`src/rtl/sdc_cmd_pkg.sv`:
```
package sdc_cmd_pkg;
  localparam int unsigned IDX_W     = 6;
  localparam int unsigned ARG_W     = 32;
  localparam int unsigned CRC_W     = 7;
  localparam int unsigned HEAD_W    = 2 + IDX_W + ARG_W;
  localparam int unsigned FRAME_LEN = HEAD_W + CRC_W + 1;
  localparam int unsigned CMD_W     = IDX_W + 4;
  localparam int unsigned SHORT_LEN = 48;
  localparam int unsigned LONG_LEN  = 136;
  localparam int unsigned CRC_LO    = 8;
  localparam logic [CRC_W-1:0] CRC_POLY = 7'h09;

  typedef enum logic [1:0] {
    RSP_NONE  = 2'd0,
    RSP_SHORT = 2'd1,
    RSP_LONG  = 2'd2,
    RSP_RAW   = 2'd3
  } rsp_kind_e;

  typedef enum logic [1:0] {ST_IDLE, ST_TX, ST_WAIT, ST_RX} state_e;

  function automatic logic [CRC_W-1:0] crc7_step(logic [CRC_W-1:0] crc, logic b);
    logic fb;
    fb = b ^ crc[CRC_W-1];
    return {crc[CRC_W-2:0], 1'b0} ^ (fb ? CRC_POLY : '0);
  endfunction

  function automatic logic [CRC_W-1:0] crc7_head(logic [HEAD_W-1:0] head);
    logic [CRC_W-1:0] c;
    c = '0;
    for (int i = HEAD_W - 1; i >= 0; i--) c = crc7_step(c, head[i]);
    return c;
  endfunction
endpackage

```
`src/rtl/sdc_crc7.sv`:
```
module sdc_crc7
  import sdc_cmd_pkg::*;
(
  input  logic             clk_i,
  input  logic             rst_ni,
  input  logic             clr_i,
  input  logic             en_i,
  input  logic             bit_i,
  output logic [CRC_W-1:0] crc_o
);
  logic [CRC_W-1:0] crc_q;

  always_ff @(posedge clk_i or negedge rst_ni) begin
    if (!rst_ni)    crc_q <= '0;
    else if (clr_i) crc_q <= '0;
    else if (en_i)  crc_q <= crc7_step(crc_q, bit_i);
  end

  assign crc_o = crc_q;

  AST_CRC_CLEARED: assert property (@(posedge clk_i) disable iff (!rst_ni)
    clr_i |=> (crc_o == '0));
endmodule

```
`src/rtl/sdc_rsp_buf.sv`:
```
module sdc_rsp_buf #(
  parameter int unsigned WORD_W = 32,
  parameter int unsigned WORDS  = 4
) (
  input  logic                    clk_i,
  input  logic                    rst_ni,
  input  logic                    load_i,
  input  logic [WORD_W*WORDS-1:0] data_i,
  input  logic                    rd_i,
  output logic [WORD_W-1:0]       word_o
);
  localparam int unsigned BUF_W = WORD_W * WORDS;
  localparam int unsigned PTR_W = (WORDS > 1) ? $clog2(WORDS) : 1;
  localparam logic [PTR_W-1:0] PTR_LAST = PTR_W'(WORDS - 1);

  logic [BUF_W-1:0]  buf_q;
  logic [PTR_W-1:0]  ptr_q;
  logic [WORD_W-1:0] words [WORDS];

  always_ff @(posedge clk_i or negedge rst_ni) begin
    if (!rst_ni) begin
      buf_q <= '0;
      ptr_q <= '0;
    end else if (load_i) begin
      buf_q <= data_i;
      ptr_q <= '0;
    end else if (rd_i) begin
      ptr_q <= (ptr_q == PTR_LAST) ? '0 : ptr_q + 1'b1;
    end
  end

  // word 0 is the most significant slice
  for (genvar g = 0; g < WORDS; g++) begin : g_word
    assign words[g] = buf_q[(WORDS-1-g)*WORD_W +: WORD_W];
  end

  assign word_o = words[ptr_q];

  AST_LOAD_TOP_WORD: assert property (@(posedge clk_i) disable iff (!rst_ni)
    load_i |=> (word_o == $past(data_i[BUF_W-1 -: WORD_W])));
endmodule

```
`src/rtl/sdc_cmd_engine.sv`:
```
module sdc_cmd_engine
  import sdc_cmd_pkg::*;
#(
  parameter int unsigned WAIT_SHORT = 5,
  parameter int unsigned WAIT_LONG  = 64,
  parameter int unsigned WORD_W     = 32,
  parameter int unsigned RSP_WORDS  = 4
) (
  input  logic              clk_i,
  input  logic              rst_ni,
  input  logic              card_ce_i,
  input  logic [ARG_W-1:0]  arg_i,
  input  logic              arg_we_i,
  input  logic [CMD_W-1:0]  cmd_i,
  input  logic              cmd_we_i,
  input  logic              cmd_line_i,
  output logic              cmd_o,
  output logic              cmd_oe_o,
  input  logic              rsp_rd_i,
  output logic [WORD_W-1:0] rsp_word_o,
  output logic [3:0]        status_o
);
  localparam int unsigned BUF_W   = WORD_W * RSP_WORDS;
  localparam int unsigned CNT_MAX = (LONG_LEN > WAIT_LONG) ? LONG_LEN : WAIT_LONG;
  localparam int unsigned CNT_W   = $clog2(CNT_MAX + 1);
  localparam logic [CNT_W-1:0] FRAME_LAST = CNT_W'(FRAME_LEN - 1);

  state_e           state_q;
  rsp_kind_e        kind_q;
  logic [FRAME_LEN-1:0] tx_sreg_q;
  logic [BUF_W-2:0] rx_sreg_q;
  logic [CNT_W-1:0] cnt_q;
  logic [ARG_W-1:0] arg_q;
  logic             od_q, lat_q;
  logic             ready_q, tmo_q, crc_err_q, end_err_q;

  logic [IDX_W-1:0]  cmd_idx;
  logic [HEAD_W-1:0] head;
  logic              launch, start_seen, in_rng, crc_en, has_crc, rx_done;
  logic [CNT_W-1:0]  wait_lim, rsp_len, rx_idx, pos, crc_hi;
  logic [BUF_W-1:0]  rx_new, buf_data;
  logic [CRC_W-1:0]  rx_crc;

  assign cmd_idx = cmd_i[IDX_W-1:0];
  assign head    = {2'b01, cmd_idx, arg_q};
  assign launch  = cmd_we_i && (state_q == ST_IDLE);

  assign wait_lim = lat_q ? CNT_W'(WAIT_LONG) : CNT_W'(WAIT_SHORT);
  assign rsp_len  = (kind_q == RSP_LONG) ? CNT_W'(LONG_LEN) : CNT_W'(SHORT_LEN);
  assign crc_hi   = (kind_q == RSP_LONG) ? CNT_W'(BUF_W - 1) : CNT_W'(SHORT_LEN - 1);
  assign has_crc  = (kind_q == RSP_SHORT) || (kind_q == RSP_LONG);

  // bit position of the response bit sampled on this tick
  assign rx_idx     = (state_q == ST_RX) ? cnt_q : '0;
  assign pos        = rsp_len - CNT_W'(1) - rx_idx;
  assign in_rng     = (pos >= CNT_W'(CRC_LO)) && (pos <= crc_hi);
  assign start_seen = ((state_q == ST_WAIT) && !cmd_line_i) || (state_q == ST_RX);
  assign crc_en     = card_ce_i && start_seen && in_rng;
  assign rx_new     = {rx_sreg_q, cmd_line_i};
  assign rx_done    = card_ce_i && (state_q == ST_RX) && (cnt_q == rsp_len - CNT_W'(1));

  assign buf_data = (kind_q == RSP_LONG) ? rx_new
                  : {rx_new[SHORT_LEN-CRC_LO-1:CRC_LO], {(BUF_W-WORD_W){1'b0}}};

  sdc_crc7 u_rx_crc (
    .clk_i  (clk_i),
    .rst_ni (rst_ni),
    .clr_i  (launch),
    .en_i   (crc_en),
    .bit_i  (cmd_line_i),
    .crc_o  (rx_crc)
  );

  sdc_rsp_buf #(.WORD_W(WORD_W), .WORDS(RSP_WORDS)) u_rsp_buf (
    .clk_i  (clk_i),
    .rst_ni (rst_ni),
    .load_i (rx_done),
    .data_i (buf_data),
    .rd_i   (rsp_rd_i),
    .word_o (rsp_word_o)
  );

  always_ff @(posedge clk_i or negedge rst_ni) begin
    if (!rst_ni) begin
      state_q   <= ST_IDLE;
      kind_q    <= RSP_NONE;
      tx_sreg_q <= '0;
      rx_sreg_q <= '0;
      cnt_q     <= '0;
      arg_q     <= '0;
      od_q      <= 1'b0;
      lat_q     <= 1'b0;
      ready_q   <= 1'b1;
      tmo_q     <= 1'b0;
      crc_err_q <= 1'b0;
      end_err_q <= 1'b0;
    end else begin
      if (arg_we_i) arg_q <= arg_i;
      unique case (state_q)
        ST_IDLE: if (cmd_we_i) begin
          state_q   <= ST_TX;
          tx_sreg_q <= {head, crc7_head(head), 1'b1};
          kind_q    <= rsp_kind_e'(cmd_i[IDX_W+1:IDX_W]);
          od_q      <= cmd_i[IDX_W+2];
          lat_q     <= cmd_i[IDX_W+3];
          cnt_q     <= '0;
          ready_q   <= 1'b0;
          tmo_q     <= 1'b0;
          crc_err_q <= 1'b0;
          end_err_q <= 1'b0;
        end
        ST_TX: if (card_ce_i) begin
          tx_sreg_q <= {tx_sreg_q[FRAME_LEN-2:0], 1'b1};
          if (cnt_q == FRAME_LAST) begin
            cnt_q <= '0;
            if (kind_q == RSP_NONE) begin
              state_q <= ST_IDLE;
              ready_q <= 1'b1;
            end else begin
              state_q <= ST_WAIT;
            end
          end else begin
            cnt_q <= cnt_q + 1'b1;
          end
        end
        ST_WAIT: if (card_ce_i) begin
          if (!cmd_line_i) begin
            state_q   <= ST_RX;
            rx_sreg_q <= rx_new[BUF_W-2:0];
            cnt_q     <= CNT_W'(1);
          end else if (cnt_q == wait_lim - CNT_W'(1)) begin
            state_q <= ST_IDLE;
            tmo_q   <= 1'b1;
            ready_q <= 1'b1;
          end else begin
            cnt_q <= cnt_q + 1'b1;
          end
        end
        ST_RX: if (card_ce_i) begin
          rx_sreg_q <= rx_new[BUF_W-2:0];
          if (rx_done) begin
            state_q   <= ST_IDLE;
            ready_q   <= 1'b1;
            crc_err_q <= has_crc && (rx_crc != rx_new[CRC_W:1]);
            end_err_q <= !rx_new[0];
          end else begin
            cnt_q <= cnt_q + 1'b1;
          end
        end
        default: state_q <= ST_IDLE;
      endcase
    end
  end

  // open drain: only pull low, never drive high
  assign cmd_oe_o = (state_q == ST_TX) && (od_q ? !tx_sreg_q[FRAME_LEN-1] : 1'b1);
  assign cmd_o    = (state_q == ST_TX) ? (!od_q && tx_sreg_q[FRAME_LEN-1]) : 1'b1;
  assign status_o = {end_err_q, crc_err_q, tmo_q, ready_q};

  AST_READY_DROPS: assert property (@(posedge clk_i) disable iff (!rst_ni)
    launch |=> !status_o[0]);
  AST_FLAGS_CLEARED: assert property (@(posedge clk_i) disable iff (!rst_ni)
    launch |=> (status_o[3:1] == 3'b000));
  AST_HOLD_NO_TICK: assert property (@(posedge clk_i) disable iff (!rst_ni)
    ((state_q == ST_TX) && !card_ce_i) |=> ($stable(cmd_o) && $stable(cmd_oe_o)));
  AST_OD_NO_HIGH: assert property (@(posedge clk_i) disable iff (!rst_ni)
    ((state_q == ST_TX) && od_q) |-> !(cmd_oe_o && cmd_o));
  AST_WAIT_BOUND: assert property (@(posedge clk_i) disable iff (!rst_ni)
    (state_q == ST_WAIT) |-> (cnt_q < wait_lim));
  AST_TIMEOUT_READY: assert property (@(posedge clk_i) disable iff (!rst_ni)
    $rose(status_o[1]) |-> status_o[0]);
endmodule

```
`config.mk`:
```
export PLATFORM = sky130hd
export DESIGN_NAME = sdc_cmd_engine
export DESIGN_NICKNAME = d
export VERILOG_FILES = /design/src/rtl/sdc_cmd_pkg.sv /design/src/rtl/sdc_crc7.sv /design/src/rtl/sdc_rsp_buf.sv /design/src/rtl/sdc_cmd_engine.sv
export SDC_FILE = /design/constraint.sdc
export NUM_CORES = 1
export LEC_CHECK = 0
export BUFFER_PORTS_ARGS = -buffer_cell sky130_fd_sc_hd__buf_2
export CAP_MARGIN = 30
export CORE_MARGIN = 2
export CORE_UTILIZATION = 25
export DETAILED_ROUTE_END_ITERATION = 7
export PLACE_DENSITY_LB_ADDON = 0.15
export SLEW_MARGIN = 25
export SYNTH_ARGS = -nofsm -noshare
export SYNTH_HDL_FRONTEND = slang
export SYNTH_SLANG_ARGS = --single-unit
export TNS_END_PERCENT = 50
```
`constraint.sdc`:
```
create_clock -name clk_i -period 4.7 [get_ports clk_i]
set_clock_uncertainty 0.15 [all_clocks]
set_input_delay 0.235 -clock clk_i [delete_from_list [all_inputs] [get_ports clk_i]]
set_output_delay 0.235 -clock clk_i [all_outputs]
set_load 0.01 [all_outputs]
```
* Yosys cells after proc, flatten, opt, wreduce, memory -nomap -nowiden
Cells that the tools add are included.
** Word-level totals
- Register bits :: 362
- Input port bits :: 49
- Word-level logic and storage cells :: 252
** Cells by class
- Add/subtract/negate cells :: 5
- Order comparisons :: 3
- Equal/unequal tests :: 23
- Mux-type cells :: 97
- Bitwise gates (word level) :: 78
- Reductions and logical operators :: 31
** Operator list (number)
- $mux 127 :: 3
- $pmux 127 s2 :: 1
- $xor 7x4->7 :: 36
- $mux 4 :: 39
- $mux 128 :: 1
- $mux 48 :: 2
- $pmux 48 s2 :: 1
- $mux 8 :: 10
- $bmux 32 s2 :: 1
- $mux 32 :: 2
- $xor 1x1->1 :: 36
- $pmux 8 s4 :: 1
- $mux 7 :: 4
- $mux 2 :: 12
- $ne 2x2->1 const B :: 10
- $eq 8x8->1 :: 2
- $mux 1 :: 15
- $reduce_bool 2->1 :: 6
- $logic_and 1x1->1 :: 10
- $reduce_and 9->1 :: 1
- $add 8x1->8 const B :: 1
- $eq 2x2->1 const B :: 4
- $eq 8x6->1 const B :: 1
- $ge 8x4->1 const B :: 1
- 28 further kinds :: 37

* Logic depth before layout (Yosys ltp)
Gate-level depths: netlist of the first run.
- Word-level depth :: 111
- Gate-level depth with buffers :: 14
- Mapped depth without buffers :: 13

* By module
From an unflattened synthesis of the first run, not the netlist that was laid out.
** Second synthesis, totals
- Cells, all modules :: 1321
- Area, all modules :: 17175.2 sq um
** Modules (own cells, without submodules)
- sdc_cmd_engine :: times used 1, cells an instance 975, area an instance 11234.5 sq um, seq. area each 5631.7 sq um
- sdc_rsp_buf :: times used 1, cells an instance 318, area an instance 5632.9 sq um, seq. area each 3253.1 sq um
- sdc_crc7 :: times used 1, cells an instance 28, area an instance 307.8 sq um, seq. area each 175.2 sq um

* Worst setup path after synthesis of the first run
Ideal clock, no wire load.
- Path type :: reg2reg
- Start point :: register kind_q[0]
- End point :: register u_rx_crc.crc_q[0] (netlist: u_rx_crc.crc_o[0])
- Arrival time :: 3.131 ns
- Required time :: 4.422 ns
- Setup slack :: 1.292 ns
- Cell stages (with the launch flop) :: 14
- Path buffers :: 1
- Clock period less this slack :: 3.408 ns
- Cell sequence :: dfrtp_1 inv_1 ha_1 clkbuf_1 inv_1 ha_1 o21a_1 a21oi_2 xnor2_1 ha_1 a41oi_1 o21ai_0 nor2_2 mux2_1
** Between the ends
- Word-level cells in the longest chain between the ends :: 8
** Ends and longest elaborated chain
- from (decl) :: line sdc_cmd_engine.sv:29 : rsp_kind_e kind_q;
- from (signal assigned) :: line sdc_cmd_engine.sv:103 : kind_q <= rsp_kind_e'(cmd_i[IDX_W+1:IDX_W]);
- $eq 2x2->1 * :: line sdc_cmd_engine.sv:49, sdc_cmd_engine.sv:50
- $mux 8 :: line sdc_cmd_engine.sv:49 : assign rsp_len = (kind_q == RSP_LONG) ? CNT_W'(LONG_LEN) : CNT_W'(SHORT_LEN);
- $sub 8x1->8 :: line sdc_cmd_engine.sv:55 : assign pos = rsp_len - CNT_W'(1) - rx_idx;
- $sub 8x8->8 :: line sdc_cmd_engine.sv:55
- $ge 8x4->1 or $le 8x7->1 (tied branches) :: line sdc_cmd_engine.sv:56 : assign in_rng = (pos >= CNT_W'(CRC_LO)) && (pos <= crc_hi);
- $logic_and 1x1->1 * :: line sdc_cmd_engine.sv:56
- $logic_and 1x1->1 * :: line sdc_cmd_engine.sv:58 : assign crc_en = card_ce_i && start_seen && in_rng;
- $reduce_bool 2->1 (no source line) *
- to (signal assigned) :: line sdc_crc7.sv:16 : else if (en_i) crc_q <= crc7_step(crc_q, bit_i);
- to (decl) :: line sdc_crc7.sv:11 : logic [CRC_W-1:0] crc_q;
Mark *: on every way between the ends. The rest lies on a longest branch, timed or not.
A chain may end at the register's enable or synchronous reset.

* Final worst setup path of the first run
- Start point :: register state_q[1]
- End point :: register u_rx_crc.crc_q[0] (netlist: u_rx_crc.crc_o[0])
** Between the ends
- Word-level cells in the longest chain between the ends :: 7
** Ends and longest elaborated chain
- from (decl) :: line sdc_cmd_engine.sv:28 : state_e state_q;
- from (signal assigned) :: line sdc_cmd_engine.sv:85 : state_q <= ST_IDLE;
- from (signal assigned) :: line sdc_cmd_engine.sv:101 : state_q <= ST_TX;
- from (signal assigned) :: line sdc_cmd_engine.sv:117 : state_q <= ST_IDLE;
- $eq 2x2->1 :: line sdc_cmd_engine.sv:54, sdc_cmd_engine.sv:57
- $mux 8 :: line sdc_cmd_engine.sv:54 : assign rx_idx = (state_q == ST_RX) ? cnt_q : '0;
- $sub 8x8->8 :: line sdc_cmd_engine.sv:55
- $ge 8x4->1 or $le 8x7->1 (tied branches) :: line sdc_cmd_engine.sv:56
- $logic_and 1x1->1 :: line sdc_cmd_engine.sv:56
- $logic_and 1x1->1 :: line sdc_cmd_engine.sv:58
- $reduce_bool 2->1 (no source line)
Several ways; a longest one is shown, not always the timed one.

==> results of run 1 <==
area by class of cell:
cell class                      instances  area, µm²  share of cell area
Clock inverter                         14      202.7             0.01022
Timing Repair Buffer                  148       1081             0.05450
Inverter                               13      48.80            0.002460
Sequential cell                       362       9061              0.4568
Multi-Input combinational cell        990       7049              0.3554
Clock buffer                           70       1311             0.06611
Tap cell                              864       1081             0.05450
worst max-delay path, delay by kind of cell (launching register included):
family	cells	cell delay, ps
AO/OA/AOI/OAI	3	610
XOR/XNOR	1	110
adder cells (fa/ha/maj)	2	650
flip-flops	1	600
multiplexers	1	360
AND/OR/NAND/NOR	5	1020
repair_timing:
action / in CTS / in global routing
setup buffers: 0 / 0
endpoints found under the hold margin: 141 / 0
hold buffers: 47 / 0
cells by family (layout without fill, tap and decap cells):
kind of cell             Yosys count  after routing
AND/OR/NAND/NOR                  536            536
buffers and inverters            117            245
multiplexers                     229            229
XOR/XNOR                          76             76
flip-flops                       362            362
adder cells (fa/ha/maj)            8              8
AO/OA/AOI/OAI                    141            141
sequential cells by signal, indices dropped and copies added (netlist names):
signal           count
tx_sreg_q           48
od_q                 1
u_rsp_buf.buf_q    128
kind_q               2
lat_q                1
tmo_q                1
ready_q              1
crc_err_q            1
arg_q               32
u_rsp_buf.ptr_q      2
state_q              2
cnt_q                8
u_rx_crc.crc_o       7
end_err_q            1
rx_sreg_q          127
through the flow:
stage	power (µW)	util	instances
after detailed placement	6943	0.2716	2329
after global placement	6900	0.2716	2329
after floorplan	6161	-	1469
after CTS	10590	0.3018	2460
after global routing	11060	0.3022	2461
final	10390	0.3022	2461
placed cells by master, fill, tap and decap left out, types with 33 or more instances in the layout:
| cell type | n |
|---|---|
| sky130_fd_sc_hd__mux2_2 | 157 |
| sky130_fd_sc_hd__nor2_1 | 88 |
| sky130_fd_sc_hd__buf_2 | 85 |
| sky130_fd_sc_hd__xnor2_1 | 33 |
| sky130_fd_sc_hd__a21oi_1 | 48 |
| sky130_fd_sc_hd__a31oi_1 | 41 |
| sky130_fd_sc_hd__clkbuf_16 | 46 |
| sky130_fd_sc_hd__nand3_1 | 106 |
| sky130_fd_sc_hd__nand2_1 | 304 |
| sky130_fd_sc_hd__dlygate4sd3_1 | 47 |
| sky130_fd_sc_hd__mux2i_1 | 39 |
| sky130_fd_sc_hd__dfrtp_1 | 360 |
layer usage:
metal / wire length [µm] / vias up
met5: 0 / -
met4: 957 / 0
met3: 1312 / 62
met2: 18350 / 134
met1: 20460 / 5647
li1: - / 5237
power by group:
part           switching [µW]  internal, µW
Combinational            1660          1350
Sequential                374          3490
Clock                    1420          2100
Total                    3450          6940
worst paths after layout:
kind,end,startpoint,depth (start not counted)
min,arg_q[19],arg_we_i,3
min reg2reg,tx_sreg_q[0],tx_sreg_q[0],1
max reg2reg,u_rx_crc.crc_o[0],state_q[1],12
max in group asynchronous,u_rsp_buf.buf_q[64],rst_ni,3
max,u_rx_crc.crc_o[0],state_q[1],12
min in group asynchronous,u_rx_crc.crc_o[3],rst_ni,2
==> impl_results.md, run 1 <==
* Status: finished clean
* Syn. warnings at 0
* Mapped Avg Cell Area at 11.25 µm²
* Instance count of the mapped netlist at 1,469
* Overall routing resource usage at 0.1231
* Synthesized netlist net count at 1,526
* Final Hold Slack at 143.8 ps
* CTS tree: done
* NumNets Final at 1,618
* Clock-pin slew on the worst setup and hold paths at 60 ps
* Post-synthesis async set-or-reset flop share at 1.000
* I/O pins at 87
* Library cell with the largest summed area after synthesis: sky130_fd_sc_hd__dfrtp_1
* CP max stage cell: sky130_fd_sc_hd__dfrtp_1
* Crit-path cells: and2_1, nand2_1, ha_1, o21a_1, a21oi_2, xnor2_1, ha_1, nand4b_1, nor2_1, o21ai_0, nor2_2, mux2_1
* Cell Pwr Density at 523.9 nW/µm²
* Finish-stage setup viols at 0
* Final Max Slew Viols at 0
* Number of global-route vias before repair at 11,380
* Via density at 4.502
* Met2 Usage GRT at 0.1878
* Most common flop cell mapped by yosys: sky130_fd_sc_hd__dfrtp_1
* Number of library cell types mapped by synthesis at 61
* Path type of the worst setup path: flip-flop to flip-flop
* Startpoint class of the critical path: flip-flop
* HP Class: input pin to flip-flop
* Top-area cell type share of the netlist area at 0.5466
* Synthesized-area fraction occupied by ao, oa, aoi and oai cells at 0.05012
* Slowest cell delay on critical path at 600 ps
* Simple-gate share of the synthesized area at 0.1355
* Critical path data arrival time at 3910 ps
* Final weighted congestion in routability-driven placement at 0.7438
* Ranking of synthesized cells by area: sky130_fd_sc_hd__dfrtp_1 55%, sky130_fd_sc_hd__mux2_2 11%, sky130_fd_sc_hd__nand2_1 6.9%, sky130_fd_sc_hd__mux4_2 4.4%, sky130_fd_sc_hd__nand3_1 3.2%
* Worst-margin pin slew at 887.5 ps
* Mux share of post-synthesis cell area at 0.1749
* FMAX at 275.3 MHz
* Post-Place Worst Slack at 1098 ps
* Main combinational cell family by area after synthesis: multiplexers
* Wire length reported by the detailed router at 41.08 mm
* Per-cell routed wire length at 16.69 µm
* Synthesized-area fraction occupied by adder cells at 0.006057
* Die height at 261.1 µm
* Portion of the post-synthesis area used by sequential elements at 0.5482
* Most repeated cell in the gate-level netlist after synthesis: sky130_fd_sc_hd__dfrtp_1
* Residual antenna-violating net count after detailed routing at 0
* RSZ-0062 raised after global routing: no
* Half-perimeter wire length of the detailed placement result at 25.23 mm
* Overall via count from detail_route at 11,080
* Normalized max-slew margin at 0.4069
* Min Clock Period, post-route at 3632 ps
* GR met1 Demand/Resource at 0.1791
* Kind of end point of the critical path: flip-flop
* Number of levels in the clock H-tree at 2
* Count of flip-flops with a built-in enable after synthesis at 0
* Total die area at 68,180 µm²
* Fin worst setup slack at 1068 ps
* Most common library cells after synthesis: 361 x sky130_fd_sc_hd__dfrtp_1, 305 x sky130_fd_sc_hd__nand2_1, 157 x sky130_fd_sc_hd__mux2_2, 106 x sky130_fd_sc_hd__nand3_1, 91 x sky130_fd_sc_hd__nor2_1
* Clock network latency to the later pin of the worst-skew pair at 600 ps
* Xor and xnor fraction of the mapped netlist area at 0.05754
* Number of antenna violations at the first check in global routing at 0
* Maximum fanout along the worst path at 13
* Met3 track demand over resource at 0.02120
* Max rail drop VDD at 0.0002859 V
* Clock tree sinks at 362
* Core Footprint at 65,630 µm²
* Die Wd at 261.1 µm
* Synthesis-to-layout area growth at 20.03%
* # port buffers at 86
* Initial Utilization at 0.2518
* Cell area after synthesis at 16,530 µm²
* Clock buffer depth at 3
* Final period utilization at 0.7728
* Number of clock buffers inserted by TritonCTS at 46
* Final total negative setup slack at 0 ps
* Post-route cell area at 19,840 µm²
* Synth Register Bits at 362
* GRT busiest layer: met2
* Fraction of final layout cells with drive strength greater than 1 at 0.2423
* Wire length of the first global-routing pass at 66.76 mm
* Antenna diode instance count at 0
* Resized cells post-CTS at 0
* Placed standard-cell area at 17,820 µm²
* Maximum number of pins on one net before global-route repair at 162
* Pre-antenna DRT Iters at 5
* Number of DRC violations after detailed routing at 0
* Total congestion overflow at 0
* Number of endpoints with negative hold slack in the final report at 0
* Clock tree root driver cell: sky130_fd_sc_hd__clkbuf_16
* Cell Rows at 94
* Leakage Power at 0.009411 µW
* Required time reported for the critical path endpoint at 4980 ps
* Crit-path most repeated cell: sky130_fd_sc_hd__ha_1
* Flop2flop setup slack at 1070 ps
* Max-cap violation count at 0
* Violation count after the first detailed-routing iteration at 577
* Number of filler instances in the final layout at 6,818
(Power assumes the default switching activity.)
==> run 2, diff against run 1 <==
--- a/config.mk
+++ b/config.mk
@@ -5,6 +5,7 @@
 export SDC_FILE = /design/constraint.sdc
 export NUM_CORES = 1
 export LEC_CHECK = 0
+export ABC_AREA = 1
 export BUFFER_PORTS_ARGS = -buffer_cell sky130_fd_sc_hd__buf_2
 export CAP_MARGIN = 30
 export CORE_MARGIN = 2
==> constraint.sdc (replaced) <==
create_clock -name clk_i -period 3.57 [get_ports clk_i]
set_clock_uncertainty 0.15 [all_clocks]
set_input_delay 0.1785 -clock clk_i [delete_from_list [all_inputs] [get_ports clk_i]]
set_output_delay 0.1785 -clock clk_i [all_outputs]
set_load 0.01 [all_outputs]
==> run 2 against run 1 <==
The run now ends with negative hold slack left. Setup slack worse by 610 ps. Largest power group unchanged. Non-clock buffer count is 10 higher. Utilization hardly changed. Die area is 3.5% higher. Clock power is 29% higher.
==> impl_results.md, run 2 <==
* Wire length of the first global-routing pass at 76.91 mm
* Final Max Slew Viols at 0
* Min Clock Period, post-route at 3110 ps
* Non-filler cells, final at 3,094
* Per-cell routed wire length at 14.92 µm
* Portion of the post-synthesis area used by sequential elements at 0.5294
* NumNets Final at 2,244
* CTS tree: done
* Crit-path most repeated cell: sky130_fd_sc_hd__nand2_1
* Wire length reported by the detailed router at 46.16 mm
* Most repeated cell in the gate-level netlist after synthesis: sky130_fd_sc_hd__nand2_1
* Status: finished with violations
* Required time reported for the critical path endpoint at 3910 ps
* Cell area after synthesis at 17,110 µm²
* Violation count after the first detailed-routing iteration at 776
* Total die area at 70,560 µm²
* Number of endpoints with negative hold slack in the final report at 12
* Fin worst setup slack at 459.5 ps
* Final weighted congestion in routability-driven placement at 0.8252
* Initial Utilization at 0.2535
* Syn. warnings at 0
* Max-cap violation count at 0
* Critical path depth in cells at 16
* Clock-pin slew on the worst setup and hold paths at 60 ps
* Leakage Power at 0.009390 µW
* Clock tree root driver cell: sky130_fd_sc_hd__clkbuf_16
* Crit. Startpoint: state_q[1]
* Instance count of the mapped netlist at 2,107
* Launching point of the worst reg2reg path: state_q[1]
* Slowest cell delay on critical path at 470 ps
* Crit-path cells: nand2_2, nor2_1, inv_1, ha_1, o21ai_2, inv_1, a21oi_2, xor2_1, ha_1, nand2_1, nor3_1, o22ai_1, nand2_1, nand2_1, nand3_1, o21ai_0
* Post-synthesis async set-or-reset flop share at 1.000
* Number of global-route vias before repair at 14,140
* Overall routing resource usage at 0.1332
* Clock buffer depth at 3
* Via density at 4.549
* Share of the core filled with cells at 0.3026
* Finish-stage setup viols at 0
* Max rail drop VDD at 0.0003315 V
* Top reg by flops: u_rsp_buf.buf_q
* Overall via count from detail_route at 14,080
* Final total negative setup slack at 0 ps
* FMAX at 321.5 MHz
* Count of flip-flops with a built-in enable after synthesis at 0
* Most common flop cell mapped by yosys: sky130_fd_sc_hd__dfrtp_1
* Number of clock buffers inserted by TritonCTS at 44
* Core Footprint at 67,510 µm²
* HP Class: input pin to flip-flop
* Worst r2r dst: u_rx_crc.crc_o[4]
* Number of flip-flops in the largest register at 128
* I/O pins at 87
* Path type of the worst setup path: flip-flop to flip-flop
* Library cell with the largest summed area after synthesis: sky130_fd_sc_hd__dfrtp_1
* Number of DRC violations after detailed routing at 0
* Maximum fanout along the worst path at 8
* Final period utilization at 0.8713
* Buffers inserted by post-CTS timing repair at 0
* Number of levels in the clock H-tree at 2
* Cell Pwr Density at 779.6 nW/µm²
* Synth Register Bits at 362
* Maximum number of pins on one net before global-route repair at 167
* Top-area cell type share of the netlist area at 0.5279
* # port buffers at 86
* Synthesis-to-layout area growth at 19.38%
* Number of antenna violations at the first check in global routing at 1
* CP max stage cell: sky130_fd_sc_hd__dfrtp_1
* Most common cell after layout, fill and taps aside: sky130_fd_sc_hd__nand2_1
* Last element of the critical path: u_rx_crc.crc_o[4]
* Final Hold Slack at -23.54 ps
* Count of placed standard cells including taps at 2,964
* Startpoint class of the critical path: flip-flop
* Pre-antenna DRT Iters at 5
* Residual antenna-violating net count after detailed routing at 0
* Violations in the final reports: negative hold slack
* Die Wd at 265.6 µm
* Total congestion overflow at 0
* Worst Reg-to-Reg Cells at 16
* Number of filler instances in the final layout at 7,277
* Ranking of synthesized cells by area: sky130_fd_sc_hd__dfrtp_1 53%, sky130_fd_sc_hd__nand2_1 12%, sky130_fd_sc_hd__o21ai_0 9.9%, sky130_fd_sc_hd__inv_1 5.7%, sky130_fd_sc_hd__o31ai_1 4.2%
* Critical path data arrival time at 3450 ps
* Flop2flop setup slack at 460 ps
* Most common library cells after synthesis: 552 x sky130_fd_sc_hd__nand2_1, 361 x sky130_fd_sc_hd__dfrtp_1, 338 x sky130_fd_sc_hd__o21ai_0, 258 x sky130_fd_sc_hd__inv_1, 117 x sky130_fd_sc_hd__nor2_1
* Kind of end point of the critical path: flip-flop
* Clock tree sinks at 362
* Clock network latency to the later pin of the worst-skew pair at 590 ps
* RSZ-0062 raised after global routing: no
* Synthesized netlist net count at 2,164
* Die height at 265.6 µm
* Final Total Pwr at 15,930 µW
* Normalized max-slew margin at 0.4503
* Post-Place Worst Slack at 449.5 ps
* Bufs and invs on worst path at 2
* Registers with the most flip-flops: u_rsp_buf.buf_q: 128 flops, rx_sreg_q: 127 flops, tx_sreg_q: 48 flops
* Most frequent cells in the layout: 550 x sky130_fd_sc_hd__nand2_1, 360 x sky130_fd_sc_hd__dfrtp_1, 338 x sky130_fd_sc_hd__o21ai_0, 256 x sky130_fd_sc_hd__inv_1, 116 x sky130_fd_sc_hd__nor2_1
* Number of library cell types mapped by synthesis at 36
* Cell Rows at 95
* Fraction of final layout cells with drive strength greater than 1 at 0.1036
* Worst-margin pin slew at 824.5 ps
* Half-perimeter wire length of the detailed placement result at 30.04 mm
* CP delay by family, top: simple AND/OR/NAND/NOR gates
* Mapped Avg Cell Area at 8.122 µm²
* Antenna diode instance count at 0
run 2: changes by cell type after synthesis, sizes merged, moves of 35 or more:
cell and change:
o22ai +38, mux2i -39, a31oi -38, o31ai +88, o211ai +38, o21ai +314
nand2 +272, mux2 -157, inv +252, xnor2 -35
run 2: routing by layer:
layer / vias to the layer above / share of wire / global-route usage
li1: 7052 / - / -
met1: 6753 / 0.49 / 0.1860
met2: 206 / 0.46 / 0.2162
met3: 64 / 0.033 / 0.01963
met4: 0 / 0.018 / 0.03356
met5: - / 0 / 0
run 2: worst reg2reg max path, cell delays in order (launching register included):
cell,delay (ps)
sky130_fd_sc_hd__dfrtp_1,470
sky130_fd_sc_hd__nand2_2,140
sky130_fd_sc_hd__nor2_1,160
sky130_fd_sc_hd__inv_1,60
sky130_fd_sc_hd__ha_1,300
sky130_fd_sc_hd__o21ai_2,170
sky130_fd_sc_hd__inv_1,70
sky130_fd_sc_hd__a21oi_2,150
sky130_fd_sc_hd__xor2_1,210
sky130_fd_sc_hd__ha_1,280
sky130_fd_sc_hd__nand2_1,80
sky130_fd_sc_hd__nor3_1,40
sky130_fd_sc_hd__o22ai_1,180
sky130_fd_sc_hd__nand2_1,200
sky130_fd_sc_hd__nand2_1,210
sky130_fd_sc_hd__nand3_1,80
sky130_fd_sc_hd__o21ai_0,80
run 2: cell type report:
cell class,instances,area [µm²],share of cell area
inverter,266,1001,0.04899
clock inverter,15,180.2,0.008819
timing repair buffer,158,1196,0.05855
multi-input combinational,1355,6600,0.3230
sequential,362,9061,0.4435
tap,873,1092,0.05346
clock buffer,65,1300,0.06363
run 2: cells by family (layout without fill, tap and decap cells):
family / after synthesis / after routing / share of synthesized area
AND/OR/NAND/NOR: 777 / 777 / 0.1825
adder cells (fa/ha/maj): 8 / 8 / 0.005849
XOR/XNOR: 19 / 19 / 0.009724
AO/OA/AOI/OAI: 550 / 550 / 0.1850
flip-flops: 362 / 362 / 0.5294
multiplexers: 1 / 1 / 0.0006579
buffers and inverters: 390 / 504 / 0.08686
run 2: metrics by stage:
stage / area [µm²] / hold WS [ps]
floorplan: 17110 / -267.1
global placement: 18450 / 34.64
detailed placement: 18450 / 38.74
CTS: 20430 / 22.61
global route: 20430 / 3.593
finish: 20430 / -23.54
run 2: worst min-delay path by stage:
stage	from	end	slack, ps	cells after the start
global placement	rst_ni	u_rsp_buf.buf_q[43]	30	1
finish	arg_we_i	arg_q[26]	-20	3
CTS	rst_ni	rx_sreg_q[42]	20	2
global route	arg_we_i	arg_q[25]	4	3
floorplan	rst_ni	arg_q[0]	-270	0
detailed placement	rst_ni	rx_sreg_q[41]	40	1
run 2: power breakdown:
group	internal (µW)	switching [µW]
Combinational	1760	3850
Clock	2690	1860
Sequential	5120	642
Total	9570	6360
run 2: repair_timing:
| item | in CTS | in global routing |
|---|---|---|
| endpoints found under the hold margin | 345 | 0 |
| hold buffers | 50 | 0 |
| setup endpoints to repair | 0 | 0 |
| resized for setup | 0 | 0 |
==> run 3, diff against run 2 <==
--- a/config.mk
+++ b/config.mk
@@ -8,7 +8,6 @@
 export ABC_AREA = 1
 export BUFFER_PORTS_ARGS = -buffer_cell sky130_fd_sc_hd__buf_2
 export CAP_MARGIN = 30
-export CORE_MARGIN = 2
 export CORE_UTILIZATION = 25
 export DETAILED_ROUTE_END_ITERATION = 7
 export PLACE_DENSITY_LB_ADDON = 0.15
==> run 3 against run 2 <==
The run now ends clean. Wire length is 1.3% higher. Setup slack better by 0.82 ps. Utilization hardly changed. Maximum frequency hardly changed. Hold slack better by 68 ps. Critical path type unchanged.
==> impl_results.md, run 3 (synthesis gave the netlist of run 2 again) <==
* Status: finished clean
* Worst-margin pin slew at 846.4 ps
* Number of global-route vias before repair at 14,210
* Number of endpoints with negative hold slack in the final report at 0
* Overall routing resource usage at 0.1380
* Clock tree root driver cell: sky130_fd_sc_hd__clkbuf_16
* Kind of end point of the critical path: flip-flop
* Final weighted congestion in routability-driven placement at 0.8172
* Number of clock buffers inserted by TritonCTS at 44
* Normalized max-slew margin at 0.4357
* FMAX at 321.6 MHz
* Violation count after the first detailed-routing iteration at 832
* Cell Rows at 95
* Startpoint class of the critical path: flip-flop
* Registers with the most flip-flops: u_rsp_buf.buf_q: 128 flops, rx_sreg_q: 127 flops, tx_sreg_q: 48 flops
* Residual antenna-violating net count after detailed routing at 0
* Finish-stage setup viols at 0
* Die height at 263.6 µm
* Fraction of final layout cells with drive strength greater than 1 at 0.1023
* Resized cells post-CTS at 0
* Critical path data arrival time at 3460 ps
* Pre-antenna DRT Iters at 5
* CTS tree: done
* Number of DRC violations after detailed routing at 0
* Maximum number of pins on one net before global-route repair at 124
* Synthesis-to-layout area growth at 19.12%
* RSZ-0062 raised after global routing: no
* Per-cell routed wire length at 15.13 µm
* Final Total Pwr at 15,780 µW
* Non-filler cells, final at 3,092
* Wire length of the first global-routing pass at 77.94 mm
* Buffers inserted by post-CTS timing repair at 0
* NumNets Final at 2,246
* Max-cap violation count at 0
* Number of antenna violations at the first check in global routing at 0
* I/O pins at 87
* Maximum fanout along the worst path at 8
* Antenna diode instance count at 0
* Number of flip-flops in the largest register at 128
* Die Wd at 263.6 µm
* Clock buffer depth at 3
* Final period utilization at 0.8711
* Top reg by flops: u_rsp_buf.buf_q
* Total die area at 69,510 µm²
* Most frequent cells in the layout: 550 x sky130_fd_sc_hd__nand2_1, 360 x sky130_fd_sc_hd__dfrtp_1, 338 x sky130_fd_sc_hd__o21ai_0, 256 x sky130_fd_sc_hd__inv_1, 116 x sky130_fd_sc_hd__nor2_1
* Max rail drop VDD at 0.0002869 V
* Clock tree sinks at 362
* Most common cell after layout, fill and taps aside: sky130_fd_sc_hd__nand2_1
* Clock-pin slew on the worst setup and hold paths at 60 ps
* Initial Utilization at 0.2539
* Overall via count from detail_route at 14,080
* Final Max Slew Viols at 0
* Leakage Power at 0.009356 µW
* Half-perimeter wire length of the detailed placement result at 30.66 mm
* Placed standard-cell area at 18,470 µm²
* Clock network latency to the later pin of the worst-skew pair at 590 ps
* Required time reported for the critical path endpoint at 3920 ps
* Path type of the worst setup path: flip-flop to flip-flop
* Via density at 4.554
* Total congestion overflow at 0
* Wire length reported by the detailed router at 46.77 mm
* Post-route cell area at 20,390 µm²
* Min Clock Period, post-route at 3110 ps
* Final total negative setup slack at 0 ps
* HP Class: input pin to asynchronous set/reset pin
* Count of placed standard cells including taps at 2,965
* Number of levels in the clock H-tree at 2
* Total of hold buffers inserted after clock tree synthesis at 50
* Cell Pwr Density at 774.2 nW/µm²
* Core Footprint at 67,400 µm²
* # port buffers at 86
* Worst Reg-to-Reg Cells at 16
run 3: routing by layer:
| layer | track usage | part of all wire |
|---|---|---|
| met5 | 0 | 0 |
| met4 | 0.03856 | 0.020 |
| met3 | 0.02179 | 0.038 |
| met2 | 0.2267 | 0.47 |
| met1 | 0.1869 | 0.48 |
run 3: cell type report:
class | count | area (µm²)
repair buffers | 160 | 1226
well taps | 873 | 1092
multi-input cells | 1355 | 6600
inverters | 266 | 1001
clock buffers | 61 | 1245
fillers | 7222 | 47010
flip-flops and latches | 362 | 9061
clock inverters | 15 | 160.2
run 3: stage by stage:
stage	utilization	setup WS, ps	hold slack (ps)
final	0.3025	460.3	44.78
after CTS	0.3023	442.2	50.39
after global routing	0.3025	119.1	92.40
after global placement	0.2740	542.2	81.51
after floorplan	-	51.39	-267.1
after detailed placement	0.2740	452.8	85.29
run 3: path summary, 6_finish.rpt:
path / startpoint / end / slack, ps
worst max-delay path: state_q[1] / u_rx_crc.crc_o[4] / 460
worst min-delay path: rst_ni / rx_sreg_q[41] / 40
worst max register to register: state_q[1] / u_rx_crc.crc_o[4] / 460
worst min register to register: tx_sreg_q[0] / tx_sreg_q[0] / 310
max in group asynchronous: rst_ni / u_rsp_buf.buf_q[6] / 2210
min in group clk_i: arg_i[9] / arg_q[9] / 180
run 3: power by group:
part           switching (µW)  internal (µW)  total (µW)
Clock                    1850           2530        4380
Sequential                615           5120        5740
Combinational            3890           1780        5660
run 3: critical path, cell delays in order, from the launching register on:
cell and delay (ps):
sky130_fd_sc_hd__dfrtp_1 470, sky130_fd_sc_hd__nand2_2 140, sky130_fd_sc_hd__nor2_1 160, sky130_fd_sc_hd__inv_1 60, sky130_fd_sc_hd__ha_1 300, sky130_fd_sc_hd__o21ai_2 170, sky130_fd_sc_hd__inv_1 70, sky130_fd_sc_hd__a21oi_2 160
sky130_fd_sc_hd__xor2_1 210, sky130_fd_sc_hd__ha_1 270, sky130_fd_sc_hd__nand2_1 70, sky130_fd_sc_hd__nor3_1 40, sky130_fd_sc_hd__o22ai_1 180, sky130_fd_sc_hd__nand2_1 190, sky130_fd_sc_hd__nand2_1 210, sky130_fd_sc_hd__nand3_1 90
sky130_fd_sc_hd__o21ai_0 90
